**src/rtl/rbs_pkg.sv**
```systemverilog
package rbs_pkg;

   typedef enum logic [1:0] {
      FLT_NONE     = 2'd0,
      FLT_IN_WRITE = 2'd1,
      FLT_AP_READ  = 2'd2,
      FLT_NO_BURST = 2'd3
   } stop_fault_e;

   typedef struct packed {
      logic rd;
      logic wr;
      logic stop;
   } cmd_t;

   // Beats for a burst select code, clamped at the largest supported length.
   function automatic int burst_beats(input int sel, input int max_log2);
      int ex;
      ex = sel + 1;
      if (ex > max_log2) ex = max_log2;
      return 1 << ex;
   endfunction

endpackage

```
**src/rtl/rbs_cmd_decode.sv**
```systemverilog
module rbs_cmd_decode
   import rbs_pkg::*;
(
   input  logic cs_n,
   input  logic ras_n,
   input  logic cas_n,
   input  logic we_n,
   output cmd_t cmd
);

   logic sel;

   always_comb begin
      sel      = !cs_n && ras_n;
      cmd.rd   = sel && !cas_n &&  we_n;
      cmd.wr   = sel && !cas_n && !we_n;
      cmd.stop = sel &&  cas_n && !we_n;
   end

endmodule

```
**src/rtl/rbs_wr_track.sv**
```systemverilog
module rbs_wr_track
   import rbs_pkg::*;
#(
   parameter int BL_SEL_W    = 2,
   parameter int BL_MAX_LOG2 = 3
) (
   input  logic                clk,
   input  logic                rst_n,
   input  logic                wr_cmd,
   input  logic [BL_SEL_W-1:0] bl_sel,
   output logic                wr_busy
);

   localparam int BL_MAX = 1 << BL_MAX_LOG2;
   localparam int CNT_W  = BL_MAX_LOG2;

   logic [CNT_W-1:0] left_q;

   assign wr_busy = (left_q != '0);

   always_ff @(posedge clk) begin
      if (!rst_n) begin
         left_q <= '0;
      end else if (wr_cmd) begin
         left_q <= CNT_W'(burst_beats(int'(bl_sel), BL_MAX_LOG2) / 2);
      end else if (wr_busy) begin
         left_q <= left_q - CNT_W'(1);
      end
   end

   AST_WR_LEFT_BOUND: assert property (@(posedge clk) disable iff (!rst_n)
      int'(left_q) <= BL_MAX / 2);

   AST_WR_WINDOW_RUNS: assert property (@(posedge clk) disable iff (!rst_n)
      (!wr_cmd && wr_busy) |=> left_q == $past(left_q) - CNT_W'(1));

endmodule

```
**src/rtl/rbs_rd_window.sv**
```systemverilog
module rbs_rd_window
   import rbs_pkg::*;
#(
   parameter int BL_SEL_W    = 2,
   parameter int BL_MAX_LOG2 = 3,
   parameter int CL_SEL_W    = 2,
   parameter int CLH_BASE    = 4,
   parameter int PRE_HALVES  = 1
) (
   input  logic                clk,
   input  logic                rst_n,
   input  logic                rd_cmd,
   input  logic                wr_cmd,
   input  logic                stop_cmd,
   input  logic                auto_pre,
   input  logic [BL_SEL_W-1:0] bl_sel,
   input  logic [CL_SEL_W-1:0] cl_sel,
   output logic [1:0]          dq_vld,
   output logic [1:0]          dqs_en,
   output logic                rd_live,
   output logic                rd_ap
);

   localparam int BL_MAX   = 1 << BL_MAX_LOG2;
   localparam int CLH_MAX  = CLH_BASE + (1 << CL_SEL_W) - 1;
   localparam int SLOT_MAX = CLH_MAX + BL_MAX;
   localparam int SLOT_W   = $clog2(2 * SLOT_MAX + 4);
   localparam int PER_MAX  = SLOT_MAX / 2 + 1;

   typedef logic [SLOT_W-1:0] slot_t;

   slot_t per_q, clh_q, end_q;
   logic  run_q, ap_q;
   slot_t per_inc, stop_lim, per_nx, clh_nx, end_nx, beats_in;
   logic  run_nx, ap_nx;
   logic [1:0] vld_d, en_d;

   always_comb begin
      per_inc  = (per_q >= slot_t'(PER_MAX)) ? per_q : per_q + slot_t'(1);
      rd_live  = run_q && ((per_inc << 1) < end_q);
      stop_lim = (per_inc << 1) + clh_q;
      beats_in = slot_t'(burst_beats(int'(bl_sel), BL_MAX_LOG2));

      run_nx = run_q;
      per_nx = per_inc;
      clh_nx = clh_q;
      end_nx = end_q;
      ap_nx  = ap_q;

      if (wr_cmd) begin
         run_nx = 1'b0;
      end else if (rd_cmd) begin
         run_nx = 1'b1;
         per_nx = '0;
         clh_nx = slot_t'(CLH_BASE) + slot_t'(cl_sel);
         end_nx = clh_nx + beats_in;
         ap_nx  = auto_pre;
      end else begin
         if (!rd_live) run_nx = 1'b0;
         if (stop_cmd && rd_live && !ap_q && (stop_lim < end_q))
            end_nx = stop_lim;
      end
   end

   assign rd_ap = ap_q;

   for (genvar h = 0; h < 2; h++) begin : g_half
      slot_t slot_h;
      assign slot_h   = (per_nx << 1) + slot_t'(h);
      assign vld_d[h] = run_nx && (slot_h >= clh_nx) && (slot_h < end_nx);
      assign en_d[h]  = run_nx && ((slot_h + slot_t'(PRE_HALVES)) >= clh_nx)
                        && (slot_h < end_nx);
   end

   always_ff @(posedge clk) begin
      if (!rst_n) begin
         run_q  <= 1'b0;
         per_q  <= '0;
         clh_q  <= slot_t'(CLH_BASE);
         end_q  <= '0;
         ap_q   <= 1'b0;
         dq_vld <= '0;
         dqs_en <= '0;
      end else begin
         run_q  <= run_nx;
         per_q  <= per_nx;
         clh_q  <= clh_nx;
         end_q  <= end_nx;
         ap_q   <= ap_nx;
         dq_vld <= vld_d;
         dqs_en <= en_d;
      end
   end

   AST_VLD_INSIDE_STROBE: assert property (@(posedge clk) disable iff (!rst_n)
      (dq_vld & ~dqs_en) == 2'b00);

   AST_WRITE_CLOSES_READ: assert property (@(posedge clk) disable iff (!rst_n)
      wr_cmd |=> (dq_vld == 2'b00 && dqs_en == 2'b00));

   AST_STOP_NEVER_EXTENDS: assert property (@(posedge clk) disable iff (!rst_n)
      stop_cmd |=> end_q <= $past(end_q));

   AST_AP_READ_KEEPS_END: assert property (@(posedge clk) disable iff (!rst_n)
      (stop_cmd && ap_q) |=> end_q == $past(end_q));

endmodule

```
**src/rtl/rd_burst_stop_seq.sv**
```systemverilog
module rd_burst_stop_seq
   import rbs_pkg::*;
#(
   parameter int BL_SEL_W    = 2,
   parameter int BL_MAX_LOG2 = 3,
   parameter int CL_SEL_W    = 2,
   parameter int CLH_BASE    = 4,
   parameter int PRE_HALVES  = 1
) (
   input  logic                clk,
   input  logic                rst_n,
   input  logic                cs_n,
   input  logic                ras_n,
   input  logic                cas_n,
   input  logic                we_n,
   input  logic                auto_pre,
   input  logic [BL_SEL_W-1:0] bl_sel,
   input  logic [CL_SEL_W-1:0] cl_sel,
   output logic [1:0]          dq_valid,
   output logic [1:0]          dqs_oe,
   output logic [1:0]          stop_fault
);

   if (BL_MAX_LOG2 < 1 || BL_MAX_LOG2 > 4) begin : g_bad_bl
      $error("BL_MAX_LOG2 must lie in 1..4");
   end
   if (CLH_BASE < 2) begin : g_bad_cl
      $error("CLH_BASE must be at least 2 half cycles");
   end
   if (PRE_HALVES < 1 || PRE_HALVES > CLH_BASE) begin : g_bad_pre
      $error("PRE_HALVES must lie in 1..CLH_BASE");
   end

   cmd_t        cmd;
   logic        wr_busy, rd_live, rd_ap;
   stop_fault_e fault_q;

   rbs_cmd_decode u_dec (
      .cs_n  (cs_n),
      .ras_n (ras_n),
      .cas_n (cas_n),
      .we_n  (we_n),
      .cmd   (cmd)
   );

   rbs_wr_track #(
      .BL_SEL_W    (BL_SEL_W),
      .BL_MAX_LOG2 (BL_MAX_LOG2)
   ) u_wr (
      .clk     (clk),
      .rst_n   (rst_n),
      .wr_cmd  (cmd.wr),
      .bl_sel  (bl_sel),
      .wr_busy (wr_busy)
   );

   rbs_rd_window #(
      .BL_SEL_W    (BL_SEL_W),
      .BL_MAX_LOG2 (BL_MAX_LOG2),
      .CL_SEL_W    (CL_SEL_W),
      .CLH_BASE    (CLH_BASE),
      .PRE_HALVES  (PRE_HALVES)
   ) u_rd (
      .clk      (clk),
      .rst_n    (rst_n),
      .rd_cmd   (cmd.rd),
      .wr_cmd   (cmd.wr),
      .stop_cmd (cmd.stop),
      .auto_pre (auto_pre),
      .bl_sel   (bl_sel),
      .cl_sel   (cl_sel),
      .dq_vld   (dq_valid),
      .dqs_en   (dqs_oe),
      .rd_live  (rd_live),
      .rd_ap    (rd_ap)
   );

   always_ff @(posedge clk) begin
      if (!rst_n) begin
         fault_q <= FLT_NONE;
      end else if (cmd.stop) begin
         if (rd_live)      fault_q <= rd_ap ? FLT_AP_READ : FLT_NONE;
         else if (wr_busy) fault_q <= FLT_IN_WRITE;
         else              fault_q <= FLT_NO_BURST;
      end else begin
         fault_q <= FLT_NONE;
      end
   end

   assign stop_fault = fault_q;

   AST_FAULT_NEEDS_STOP: assert property (@(posedge clk) disable iff (!rst_n)
      (fault_q != FLT_NONE) |-> $past(cmd.stop));

   AST_LEGAL_STOP_SILENT: assert property (@(posedge clk) disable iff (!rst_n)
      (cmd.stop && rd_live && !rd_ap) |=> fault_q == FLT_NONE);

   AST_WRITE_STOP_FLAGGED: assert property (@(posedge clk) disable iff (!rst_n)
      (cmd.stop && !rd_live && wr_busy) |=> fault_q == FLT_IN_WRITE);

endmodule

```
**config.mk**
```make
export PLATFORM = sky130hd
export DESIGN_NAME = rd_burst_stop_seq
export DESIGN_NICKNAME = d
export VERILOG_FILES = /design/src/rtl/rbs_pkg.sv /design/src/rtl/rbs_cmd_decode.sv /design/src/rtl/rbs_wr_track.sv /design/src/rtl/rbs_rd_window.sv /design/src/rtl/rd_burst_stop_seq.sv
export SDC_FILE = /design/constraint.sdc
export NUM_CORES = 1
export LEC_CHECK = 0
export ABC_CLOCK_PERIOD_IN_PS = 5230
export BUFFER_PORTS_ARGS = -buffer_cell sky130_fd_sc_hd__buf_2
export CORE_MARGIN = 3
export CORE_UTILIZATION = 45
export DETAILED_ROUTE_END_ITERATION = 10
export HOLD_SLACK_MARGIN = 0.08
export PLACE_DENSITY = 0.75
export SLEW_MARGIN = 40
export SYNTH_ARGS = -nofsm -noshare
export SYNTH_HDL_FRONTEND = slang
export SYNTH_HIERARCHICAL = 1
export SYNTH_SLANG_ARGS = --single-unit
```
**constraint.sdc**
```tcl
create_clock -name clk -period 5.23 [get_ports clk]
set_clock_uncertainty 0.15 [all_clocks]
set_input_delay 0.523 -clock clk [delete_from_list [all_inputs] [get_ports clk]]
set_output_delay 0.523 -clock clk [all_outputs]
set_load 0.01 [all_outputs]
```
==> Word level (Yosys, flattened, before mapping) <==
Cells that the tools add are included.
{ "totals": {"out_inout_bits": 6, "wordCells": 75, "reg_bits": 29} }
{ "classes": {"reduce_logical": 25, "n_shift": 2, "addsub": 9, "bitwise_logic": 2, "order_cmp": 9, "mux": 19} }
{ "op_table": {"columns": ["op", "n"], "rows": [
  ["two-way mux 32 bit", 2],
  ["two-way mux 6 bit", 8],
  ["> comparator 32 x 3 -> 1 bit, second input constant", 1],
  ["left shift 1 x 32 -> 32 bit, first input constant", 1],
  ["left shift 1 x 32 -> 6 bit, first input constant", 1],
  ["< comparator 6 bit", 4],
  ["adder 6 x 1 -> 6 bit, second input constant", 3],
  ["greater-or-equal comparator 6 bit", 3],
  ["logical AND 1 bit", 17],
  ["adder 6 bit", 2],
  ["two-way mux 3 bit", 3],
  ["greater-or-equal comparator 6 x 4 -> 1 bit, second input constant", 1],
  ["two-way mux 2 bit", 3],
  ["adder 3 x 2 -> 4 bit, first input constant", 1],
  ["logical NOT 1 bit", 4],
  ["AND reduction 2 bit", 2],
  ["adder 2 x 1 -> 3 bit, second input constant", 1],
  ["adder 3 x 1 -> 3 bit", 1],
  ["two-way mux 1 bit", 3],
  ["nonzero test 3 bit", 1],
  ["subtractor 3 x 1 -> 3 bit, second input constant", 1],
  ["nonzero test 2 bit", 1],
  ["bitwise AND 1 bit", 1],
  ["NOT 1 bit", 1]
]} }

==> Logic depth before layout (Yosys ltp) <==
Gate-level depths: netlist of run 1.
{ "logic_depth": {"word_depth": 12, "depth_mapped": 22} }

==> Cells and area by module <==
The synthesis of run 1 kept the hierarchy.
{ "by_module_without_submodules": {"columns": ["mod", "instances", "cells_per_inst", "area_per_inst_um2"], "rows": [
  ["rbs_rd_window", 1, 225, 1936.9],
  ["rbs_wr_track", 1, 23, 195.2],
  ["rd_burst_stop_seq", 1, 7, 66.3],
  ["rbs_cmd_decode", 1, 3, 40.0]
]} }

==> Worst setup path before layout of run 1 <==
Ideal clock, no wire load.
{ "synth_timing": {"kind": "reg2reg", "start": "register u_rd.per_q[4]", "end": "register u_rd.dqs_en[1]", "slack_ns": 0.476, "path_buffers": 0, "required_ns": 4.965, "synth_period_minus_slack_ns": 4.754, "stages_incl_launch_ff": 21, "arrival_time_ns": 4.489, "path_cell_list": "dfxtp_1 -> nor3_1 -> xnor2_1 -> inv_1 -> ha_1 -> inv_1 -> fa_1 -> xnor2_1 -> ha_1 -> a211oi_2 -> o21ai_2 -> a2111oi_4 -> and2_4 -> a21oi_2 -> a221o_1 -> ha_1 -> a21o_1 -> a21o_1 -> a21oi_1 -> nand2_1 -> a2111oi_0"} }
{ "synth_between": {"elab_chain_cells": 12, "elab_cells_between_ends": 24, "cone_classes": "add/sub (4); order compare (5); mux (9); reduce/logical (6)"} }
{ "synth_lines": {"columns": ["item", "line_no", "text"], "rows": [
  ["start: declaration", "rbs_rd_window.sv:32", "slot_t per_q, clh_q, end_q;"],
  ["start signal: assignment", "rbs_rd_window.sv:86", "per_q <= per_nx;"],
  ["adder 6 x 1 -> 6 bit or greater-or-equal comparator 6 x 4 -> 1 bit (tied branches)", "rbs_rd_window.sv:39", "per_inc = (per_q >= slot_t'(PER_MAX)) ? per_q : per_q + slot_t'(1);"],
  ["two-way mux 6 bit *", "rbs_rd_window.sv:39", null],
  ["parallel branches: the longest is 9 deep, another holds adder 6 bit", null, null],
  ["logical AND 1 bit *", "rbs_rd_window.sv:72", "&& (slot_h < end_nx);"],
  ["end signal: assignment", "rbs_rd_window.sv:91", "dqs_en <= en_d;"],
  ["end: declaration", "rbs_rd_window.sv:19", "output logic [1:0] dqs_en,"]
]} }
Mark *: on every way between the ends.
A chain may end at the register's enable or synchronous reset.

==> Worst setup path after layout of run 1 <==
{ "layout_timing": {"start": "register u_rd.per_q[3]", "end": "register u_rd.dqs_en[1]"} }
The elaborated chain is that of the path after synthesis.

==> summary.txt, run 1 <==
Status
  – Status: completed

Logic synthesis
  – Mapped Cells: ~260
  – FFs w/ async S/R, synth: 0
  – Cell taking the most area after synthesis: dfxtp_1
  – Synthesized cell area: approximately 2200 um2
  – Synth Warn #: 6
  – Sequential fraction of the synthesis area: 0.259
  – Ys flop type: dfxtp_1
  – Synth Area in Compound Gates: 0.188
  – Adder-Cell Fraction of Synth Area: 0.236
  – Main combinational cell family by area after synthesis: adder cells
  – Synth top area share: 0.259
  – Register bit total from synthesis: 29
  – Mean Syn Cell Area: 8.68 um2
  – Yosys cell types: 53
  – Synth area leaders: dfxtp_1 (26%), ha_1 (22%), inv_1 (4.4%)
  – Post-Synth XOR/XNOR Area: 0.0391
  – Mapped Nets: between 300 and 400
  – Number of synthesized flops with an enable pin: 0
  – Mux contribution to synthesized area: 0.0134
  – Simple-gate share of the synthesized area: 0.210

Clocking
  – CTS root buf: clkbuf_8
  – Clock Path Buffers: 2
  – Clock edge transition at the registers on the reported setup and hold paths: about 0.060 ns
  – Num CTS Buffers: 5
  – Clock sinks: 29
  – TritonCTS clock tree: built
  – Clk_lat worst skew: 0.29 ns
  – Hold_buf cts: 0
  – CTS H-tree depth: 2

Pwr
  – Max VDD drop: 0.160 mV
  – Power per cell area: between 200 and 300 nW/um2
  – Leakage: 1.17 nW
  – Tot Pwr: 663 uW

Detailed routing
  – DR vias/cell: 5.34
  – Routed WL: 5130 um
  – Vias: between 1500 and 2000
  – Final ANT Viol Nets: 0
  – DR pass1 iterations: 4
  – Wire length per cell: 14.8 um
  – DR iter-0 viols: 125
  – DRC Markers: 0

Flow run
  – Max_cap viols: 0

Die
  – Core Footprint: roughly 4800 um2
  – Die area: 5860 um2
  – Die W: 76.5 um
  – I/O pins: 17
  – Die height: 76.5 um
  – Starting density of the core: 0.471
  – Row count: 25

Cells and area
  – Share of cells above drive strength 1: 0.167
  – P&R area growth vs syn: 13.2%
  – Final Util: 0.533
  – ANT cells: 0
  – Nets: about 330

Worst setup path
  – Worst EP required: 5.24 ns
  – Type of origin of the critical path: register
  – WS Path Type: register to register
  – Family with the most delay on the worst path: compound AO/OA/AOI/OAI gates
  – Buf/Inv on CP: 2
  – CP max stage delay: ~0.4 ns
  – Slowest-stage cell, CP: fa_1
  – CP dominant cell by count: ha_1
  – Worst path cell trace: nor3_4 > xnor2_1 > inv_1 > ha_1 > inv_1 > fa_1 > xnor2_1 > ha_1 > a211oi_2 > o21ai_2 > a2111oi_4 > and2_4 > a21oi_2 > a221o_1 > ha_1 > a21o_1 > a21o_1 > a21oi_1 > nand2_1 > a2111oi_1
  – Max FO, Critical Path: 6
  – CP endpoint kind: register
  – CP Data Arrival Time: 4.98 ns

STA
  – TNS Setup: 0 ns
  – Slew Viols, Final: 0
  – Worst Tran Pin Value: 0.566 ns
  – Unrepaired setup endpoints after global routing: false
  – Post-layout min period: 4.96 ns
  – Final setup fails: 0
  – Worst slew margin: 0.622
  – Fmax: 0.201 GHz
  – Period Utilization, post-route: 0.949
  – Hold Vio Cnt, Final: 0

GRT
  – Initial antenna violation count: 0
  – Global-route wire length before repair: 8460 um
  – Largest net degree at the start of global routing: 14
  – Vias in the first global route: between 1500 and 2000
  – GRT Overall Usage: 0.183
  – Gr ovfl total: 0

Place
  – Port Buffers: 16
  – Final Wtd Congestion: about 0.9
  – DP HPWL: 4090 um

Hold path
  – Min-Delay Path Class: primary input to register
[synthesized netlist by cell type (all sizes together), types with 4 or more instances]
master	n
inv	26
nor2	22
dfxtp	29
and3	6
o21ai	9
nor3	7
o21a	4
nand3	7
a21o	4
a211oi	5
nor3b	5
a21oi	20
and2	4
clkbuf	4
xor2	4
nand2	18
xnor2	6
ha	39
[path summary, 6_finish.rpt]
check,startpoint,end,slack (ns),depth (start not counted)
worst min-delay path,auto_pre,u_rd/rd_ap$_SDFFE_PN0P_,0.33,3
worst max-delay path,u_rd/per_q[3]$_SDFF_PN0_,u_rd/dqs_en[1]$_SDFF_PN0_,0.27,20
worst min register to register,u_rd/end_q[5]$_SDFF_PN0_,u_rd/end_q[5]$_SDFF_PN0_,0.35,2
worst max register to register,u_rd/per_q[3]$_SDFF_PN0_,u_rd/dqs_en[1]$_SDFF_PN0_,0.27,20
[worst min-delay path, cell delays in order]
cell	delay (ns)
buf_2	0.10
nand2_1	0.05
a21oi_1	0.05
[cells in the final DEF (no fill, tap or decap), types with 2 or more instances in the layout]
cell type	Yosys	final
a211oi_2	2	2
and2_1	3	3
nand3_1	7	7
o21a_1	4	4
buf_4	0	5
a21o_1	3	3
xnor2_1	6	6
a31oi_1	3	3
nor2_1	22	22
nor2b_1	3	3
o211ai_1	2	2
nand2_1	18	18
buf_2	1	16
fa_1	2	2
and4bb_2	2	2
ha_1	39	39
a211oi_1	3	3
nor3_1	7	6
a21oi_1	18	18
and3_1	6	6
xor2_1	4	3
mux2i_1	3	3
nor3b_1	4	4
dfxtp_1	29	29
nand2b_4	2	2
a21oi_2	2	2
o21ai_0	8	8
clkbuf_8	0	6
inv_1	26	26
[state kept, by name (all words and copies together) (netlist names)]
register,count
stop_fault,2
u_rd/dq_vld,2
u_rd/per_q,6
u_rd/run_q,1
u_rd/rd_ap,1
u_rd/dqs_en,2
u_rd/end_q,6
u_wr/left_q,3
u_rd/clh_q,6
[cell type report]
type | instances | area [um2]
Clock buffer | 7 | 86.3
Fill cell | 459 | 2220
Inverter | 26 | 97.6
Multi-Input combinational cell | 198 | 1570
Sequential cell | 29 | 581
Tap cell | 67 | 83.8
Timing Repair Buffer | 21 | 118
[stage by stage]
stage                     std cells  area (um2)  hold slack (ns)  worst slack [ns]
after floorplan                 258        2240            0.317             0.476
after global placement          341        2420            0.335             0.352
after detailed placement        341        2420            0.342             0.102
after CTS                       348        2510            0.320            0.0681
after global routing            348        2530            0.322            0.0240
final                           348        2530            0.331             0.265
[what timing repair did]
item / 4_1_cts / 5_1_grt
gates resized for setup: 0 / 4
endpoints found under the setup margin: 0 / 3
setup buffers: 0 / 0
[power breakdown]
group	internal (mW)	leakage [nW]	total, mW	switching (mW)
logic	0.105	0.893	0.228	0.123
registers	0.236	0.235	0.246	0.0101
clock network	0.104	0.0443	0.189	0.0852
[routing by layer]
metal | up-vias | wire length (um) | GRT usage
li1 | 951 | - | -
met1 | 871 | 2560 | 0.251
met2 | 31 | 2340 | 0.279
met3 | 7 | 160 | 0.0473
met4 | 0 | 69 | 0.0616
met5 | - | 0 | 0
[cell families (layout without fill, tap and decap cells)]
logic type	after synthesis	in the layout
AO/OA/AOI/OAI	58	58
XOR/XNOR	10	10
adder cells (fa/ha/maj)	41	41
buffers and inverters	31	54
flip-flops	29	29
multiplexers	3	3
other	1	1
AND/OR/NAND/NOR	85	85
No activity file was read; power rests on OpenSTA's default activity.
==> run 2, diff against run 1 <==
Settings changed: CTS_BUF_LIST from default to sky130_fd_sc_hd__clkbuf_16.
==> summary.txt, run 2 (synthesized netlist as in run 1, its figures left out) <==
Cells and area
  – Non-Filler Instances: 348 (unchanged)
  – Nets: 333 (unchanged)
  – Largest regs: u_rd/clh_q x6, u_rd/end_q x6, u_rd/per_q x6
  – Most frequent cells in the layout: ha_1 (39), dfxtp_1 (29), inv_1 (27)
  – Final Util: 0.543 (+0.00974)
  – Seq. cell area: 581 um2 (unchanged)
  – P&R area growth vs syn: 15.3%
  – # fillers: 453 (-1.3%)
  – Commonest non-fill, non-tap cell in the layout: ha_1
  – Share of cells above drive strength 1: 0.164 (-0.00356)
  – Multi-input gate area: 1570 um2 (unchanged)
  – ANT cells: 0 (unchanged)

Clocking
  – Hold_buf cts: 0 (unchanged)
  – TritonCTS clock tree: built
  – Num CTS Buffers: 5 (unchanged)
  – Clock edge transition at the registers on the reported setup and hold paths: 0.05 ns (about the same)
  – Post-cts repair resize count: 0 (unchanged)
  – CTS H-tree depth: 2 (unchanged)
  – CTS root buf: clkbuf_16
  – Post-CTS setup buffer count: 0 (unchanged)
  – Clock sinks: 29 (unchanged)
  – Clock Path Buffers: 2 (unchanged)
  – Clk_lat worst skew: 0.27 ns (-0.02 ns)

STA
  – Period Utilization, post-route: 0.944 (-0.00527)
  – Fmax: 0.203 GHz (+0.56%)
  – TNS Setup: 0 ns (unchanged)
  – Post-layout min period: 4.94 ns (-0.0276 ns)
  – Final worst slack: 0.293 ns (+0.0276 ns)
  – Worst slew margin: 0.615 (-0.00765)
  – Final setup fails: 0 (unchanged)
  – Worst Tran Pin Value: 0.578 ns (+0.0115 ns)
  – Slew Viols, Final: 0 (unchanged)
  – Hold Vio Cnt, Final: 0 (unchanged)
  – Unrepaired setup endpoints after global routing: false

Die
  – I/O pins: 17 (unchanged)
  – Die area: 5860 um2 (unchanged)
  – Core Footprint: 4750 um2 (unchanged)
  – Starting density of the core: 0.471 (unchanged)
  – Die height: 76.5 um (unchanged)
  – Row count: 25 (unchanged)
  – Die W: 76.5 um (unchanged)

GRT
  – GRT Overall Usage: 0.183 (-0.000248)
  – Vias in the first global route: 1751 (+1.3%)
  – Initial antenna violation count: 0 (unchanged)
  – Gr ovfl total: 0 (unchanged)
  – Global-route wire length before repair: 8500 um (+0.48%)
  – Largest net degree at the start of global routing: 14 (unchanged)

Pwr
  – Leakage: 1.20 nW (+2.1%)
  – Max VDD drop: 0.229 mV (+43%)
  – Tot Pwr: 738 uW (+11%)
  – Power per cell area: 286 nW/um2 (+9.2%)

Detailed routing
  – Vias: 1858 (-0.11%)
  – DR vias/cell: 5.34 (-0.11%)
  – Routed WL: 5210 um (+1.5%)
  – DR iter-0 viols: 133 (+6.4%)
  – Wire length per cell: 15.0 um (+1.5%)
  – DRC Markers: 0 (unchanged)
  – Final ANT Viol Nets: 0 (unchanged)
  – DR pass1 iterations: 4 (unchanged)

Worst setup path
  – CP Data Arrival Time: 4.94 ns (-0.04 ns)
  – Family with the most delay on the worst path: compound AO/OA/AOI/OAI gates
  – CP dominant cell by count: ha_1
  – Slowest-stage cell, CP: fa_1
  – Max FO, Critical Path: 6 (unchanged)
  – Worst EP required: 5.23 ns (about the same)
  – CP max stage delay: 0.40 ns (about the same)
  – CP endpoint kind: register
  – WS Path Type: register to register
  – Buf/Inv on CP: 2 (unchanged)
  – Worst path cell trace: nor3_4 > xnor2_1 > inv_1 > ha_1 > inv_1 > fa_1 > xnor2_1 > ha_1 > a211oi_2 > o21ai_2 > a2111oi_4 > and2_4 > a21oi_2 > a221o_1 > ha_1 > a21o_1 > a21o_1 > a21oi_1 > nand2_1 > a2111oi_1
  – Type of origin of the critical path: register

Flow run
  – Max_cap viols: 0 (unchanged)

Hold path
  – Min-Delay Path Class: primary input to register

Place
  – Pre-CTS setup slack: 0.102 ns (unchanged)
  – Port Buffers: 16 (unchanged)
  – Final Wtd Congestion: 0.881 (unchanged)
  – DP HPWL: 4090 um (unchanged)
  – Cells after DPL: 341 (unchanged)

Status
  – Status: completed
-- run 2: changes by cell type in the layout (fill, tap and decap cells not counted), sizes merged --
| cell | delta |
|---|---|
| clkbuf | -2 |
| clkinv | +1 |
| inv | +1 |
-- run 2: path summary, 6_finish.rpt --
kind                             from                         to  slack, ns  cells past startpoint
max          u_rd/per_q[3]$_SDFF_PN0_  u_rd/dqs_en[1]$_SDFF_PN0_       0.29                     20
min                          auto_pre    u_rd/rd_ap$_SDFFE_PN0P_       0.34                      3
max reg2reg  u_rd/per_q[3]$_SDFF_PN0_  u_rd/dqs_en[1]$_SDFF_PN0_       0.29                     20
min reg2reg  u_rd/end_q[5]$_SDFF_PN0_   u_rd/end_q[5]$_SDFF_PN0_       0.35                      2
-- run 2: layer usage --
metal,global-route usage,wire (um),part of all wire
met1,0.254,2640,0.51
met2,0.283,2350,0.45
met3,0.0296,147,0.028
met4,0.0725,73,0.014
met5,0,0,0
-- run 2: metrics by stage --
stage,area [um2],hold WS [ns]
final,2580,0.340
after global routing,2580,0.347
after CTS,2550,0.339
after detailed placement,2420,0.342
after global placement,2420,0.335
after floorplan,2240,0.317
-- run 2: power by group --
group	internal (mW)	switching (mW)	total (mW)	leakage [nW]
Combinational	0.105	0.123	0.228	0.893
Sequential	0.236	0.0101	0.246	0.235
Clock	0.169	0.0938	0.263	0.0685
-- run 2: worst min-delay path: cells and delay by family --
| kind | cells | cell delay [ns] |
|---|---|---|
| AO/OA/AOI/OAI | 1 | 0.05 |
| buffers and inverters | 1 | 0.10 |
| AND/OR/NAND/NOR | 1 | 0.05 |
-- run 2: area by class of cell --
class,count,area share
Clock inverter,2,0.00291
Inverter,26,0.0378
Clock buffer,5,0.0485
Timing Repair Buffer,21,0.0456
Multi-Input combinational cell,198,0.608
Sequential cell,29,0.225
Tap cell,67,0.0325
==> run 3, diff against run 2 <==
Settings changed: SYNTH_HIERARCHICAL 1 to default.
==> summary.txt, run 3 <==
Status
  – Status: completed

Die
  – Die W: 75.7 um (-1.0%)
  – Starting density of the core: 0.483 (+0.0118)
  – Die height: 75.7 um (-1.0%)
  – Core Footprint: 4530 um2 (-4.6%)
  – Row count: 24 (-4.0%)
  – I/O pins: 17 (unchanged)
  – Die area: 5740 um2 (-2.1%)

Clocking
  – Num CTS Buffers: 5 (unchanged)
  – Post-CTS setup buffer count: 0 (unchanged)
  – Clock edge transition at the registers on the reported setup and hold paths: 0.05 ns (about the same)
  – TritonCTS clock tree: built
  – CTS H-tree depth: 2 (unchanged)
  – Clock sinks: 29 (unchanged)
  – Clock Path Buffers: 2 (unchanged)
  – Hold_buf cts: 0 (unchanged)
  – Clk_lat worst skew: 0.27 ns (about the same)
  – CTS root buf: clkbuf_16

STA
  – Fmax: 0.205 GHz (+1.3%)
  – Hold_ws: 0.337 ns (-0.00312 ns)
  – Hold Vio Cnt, Final: 0 (unchanged)
  – Worst Tran Pin Value: 0.761 ns (+0.183 ns)
  – Worst slew margin: 0.490 (-0.125)
  – Final setup fails: 0 (unchanged)
  – Slew Viols, Final: 0 (unchanged)
  – Post-layout min period: 4.87 ns (-0.0645 ns)
  – Period Utilization, post-route: 0.932 (-0.0123)
  – TNS Setup: 0 ns (unchanged)
  – Final worst slack: 0.357 ns (+0.0645 ns)

Worst setup path
  – CP endpoint kind: register
  – CP max stage delay: 0.42 ns (+0.02 ns)
  – Type of origin of the critical path: register
  – WS Path Type: register to register
  – Worst path cell trace: nor3_4 > xnor2_2 > inv_1 > ha_1 > inv_1 > fa_1 > inv_1 > a21o_1 > a21oi_1 > xnor2_1 > inv_1 > ha_1 > a211oi_2 > o2111ai_2 > or2_4 > o22a_1 > o21ai_0 > ha_1 > a21o_1 > a21o_1 > a2111oi_4 > o21ai_0 > a221oi_1
  – Buf/Inv on CP: 4 (+2)
  – CP Data Arrival Time: 4.90 ns (-0.04 ns)
  – Slowest-stage cell, CP: fa_1
  – Family with the most delay on the worst path: compound AO/OA/AOI/OAI gates
  – CP dominant cell by count: inv_1
  – Worst EP required: 5.26 ns (+0.03 ns)
  – Max FO, Critical Path: 4 (-2)

Logic synthesis
  – Ys flop type: dfxtp_1
  – FFs w/ async S/R, synth: 0 (unchanged)
  – Synth area leaders: dfxtp_1 (27%), ha_1 (22%), nor2_1 (4.8%)
  – Register bit total from synthesis: 29 (unchanged)
  – Mapped Nets: 304 (-1.9%)
  – Synth top cells by count: ha_1 (39), dfxtp_1 (29), nor2_1 (28), inv_1 (25), nand2_1 (18)
  – Number of synthesized flops with an enable pin: 0 (unchanged)
  – Synth Warn #: 0 (-6)
  – Synth top area share: 0.265 (+0.00593)
  – Mean Syn Cell Area: 8.68 um2 (about the same)
  – Sequential fraction of the synthesis area: 0.265 (+0.00593)
  – Synthesized cell area: 2190 um2 (-2.2%)
  – Yosys cell types: 50 (-5.7%)
  – Cell taking the most area after synthesis: dfxtp_1
  – Most common cell in the synthesized netlist: ha_1
  – Mapped Cells: 252 (-2.3%)

GRT
  – Vias in the first global route: 1770 (+1.1%)
  – Global-route wire length before repair: 8330 um (-2.0%)
  – Gr ovfl total: 0 (unchanged)
  – Initial antenna violation count: 0 (unchanged)
  – Largest net degree at the start of global routing: 17 (+3)
  – GRT Overall Usage: 0.197 (+0.0143)

Pwr
  – Leakage: 1.23 nW (+2.5%)
  – Power per cell area: 291 nW/um2 (+1.7%)
  – Tot Pwr: 728 uW (-1.3%)
  – Max VDD drop: 0.153 mV (-33%)

Cells and area
  – Final Util: 0.553 (+0.00981)
  – # fillers: 426 (-6.0%)
  – Commonest non-fill, non-tap cell in the layout: ha_1
  – Share of cells above drive strength 1: 0.133 (-0.0304)
  – Most frequent cells in the layout: ha_1 (39), nor2_1 (28), dfxtp_1 (28)
  – ANT cells: 0 (unchanged)
  – Largest regs: u_rd.clh_q x6, u_rd.end_q x6, u_rd.per_q x6
  – Nets: 322 (-3.3%)
  – P&R area growth vs syn: 14.5%

Place
  – Port Buffers: 16 (unchanged)
  – Final Wtd Congestion: 0.899 (+2.0%)
  – Pre-CTS setup slack: 0.124 ns (+0.0222 ns)
  – DP HPWL: 3880 um (-5.1%)

Detailed routing
  – Wire length per cell: 15.1 um (+0.71%)
  – DRC Markers: 0 (unchanged)
  – DR vias/cell: 5.43 (+1.8%)
  – DR iter-0 viols: 63 (-53%)
  – DR pass1 iterations: 4 (unchanged)
  – Vias: 1820 (-2.0%)
  – Final ANT Viol Nets: 0 (unchanged)
  – Routed WL: 5050 um (-3.1%)

Hold path
  – Min-Delay Path Class: primary input to register

Flow run
  – Max_cap viols: 0 (unchanged)
[run 3: cell types whose count changed after synthesis, sizes merged, moves of 3 or more]
cell / previous run / this run
a21oi: 20 / 12
nor2: 22 / 29
nor3b: 5 / 1
a221oi: 0 / 3
and3: 6 / 3
o21ai: 9 / 6
[run 3: path summary, 6_finish.rpt]
path                                               start                        end  slack, ns  cells past startpoint
worst max register to register  u_rd.per_q[5]$_SDFF_PN0_  u_rd.dq_vld[0]$_SDFF_PN0_       0.36                     23
worst min register to register  u_rd.end_q[1]$_SDFF_PN0_   u_rd.end_q[1]$_SDFF_PN0_       0.35                      2
worst min-delay path                            auto_pre    u_rd.rd_ap$_SDFFE_PN0P_       0.34                      3
worst max-delay path            u_rd.per_q[5]$_SDFF_PN0_  u_rd.dq_vld[0]$_SDFF_PN0_       0.36                     23
[run 3: layout make-up]
type | count | area (um2) | area share
well taps | 65 | 81.3 | 0.0325
repair buffers | 17 | 87.6 | 0.0349
clock buffers | 5 | 125 | 0.0499
inverters | 25 | 93.8 | 0.0374
multi-input cells | 192 | 1530 | 0.610
clock inverters | 2 | 7.51 | 0.00300
flip-flops and latches | 29 | 582 | 0.232
[run 3: logic make-up after synthesis]
group	count (synthesis)	synth area share
flops	29	0.265
buf+inv	31	0.0537
other cells	1	0.00171
xor+xnor	11	0.0440
fa+ha+maj	41	0.241
mux	7	0.0349
compound gates	49	0.166
simple gates	83	0.193
[run 3: per-stage QoR]
stage / instances / instance area [um2]
floorplan: 252 / 2190
global placement: 328 / 2330
detailed placement: 328 / 2330
CTS: 335 / 2470
global route: 335 / 2510
finish: 335 / 2510
[run 3: what timing repair did]
action	CTS	global route
pin swaps	0	4
gates cloned	0	0
endpoints found under the setup margin	1	4
gates resized for setup	1	5
hold endpoints to repair	0	0
[run 3: per-layer routing]
layer,global-route usage,up-vias,part of all wire
met5,0,-,0
met3,0.0488,8,0.048
met4,0.0835,0,0.021
met1,0.247,851,0.46
li1,-,922,-
met2,0.322,39,0.47
[run 3: tightest hold or removal path, cell delays in order]
cell and delay (ns):
buf_2 0.09, nand2_1 0.04, a21oi_1 0.05
[run 3: power by group]
group | switching (mW) | internal [mW]
clock | 0.0928 | 0.169
sequential | 0.00849 | 0.237
combinational | 0.122 | 0.0984
total | 0.224 | 0.505
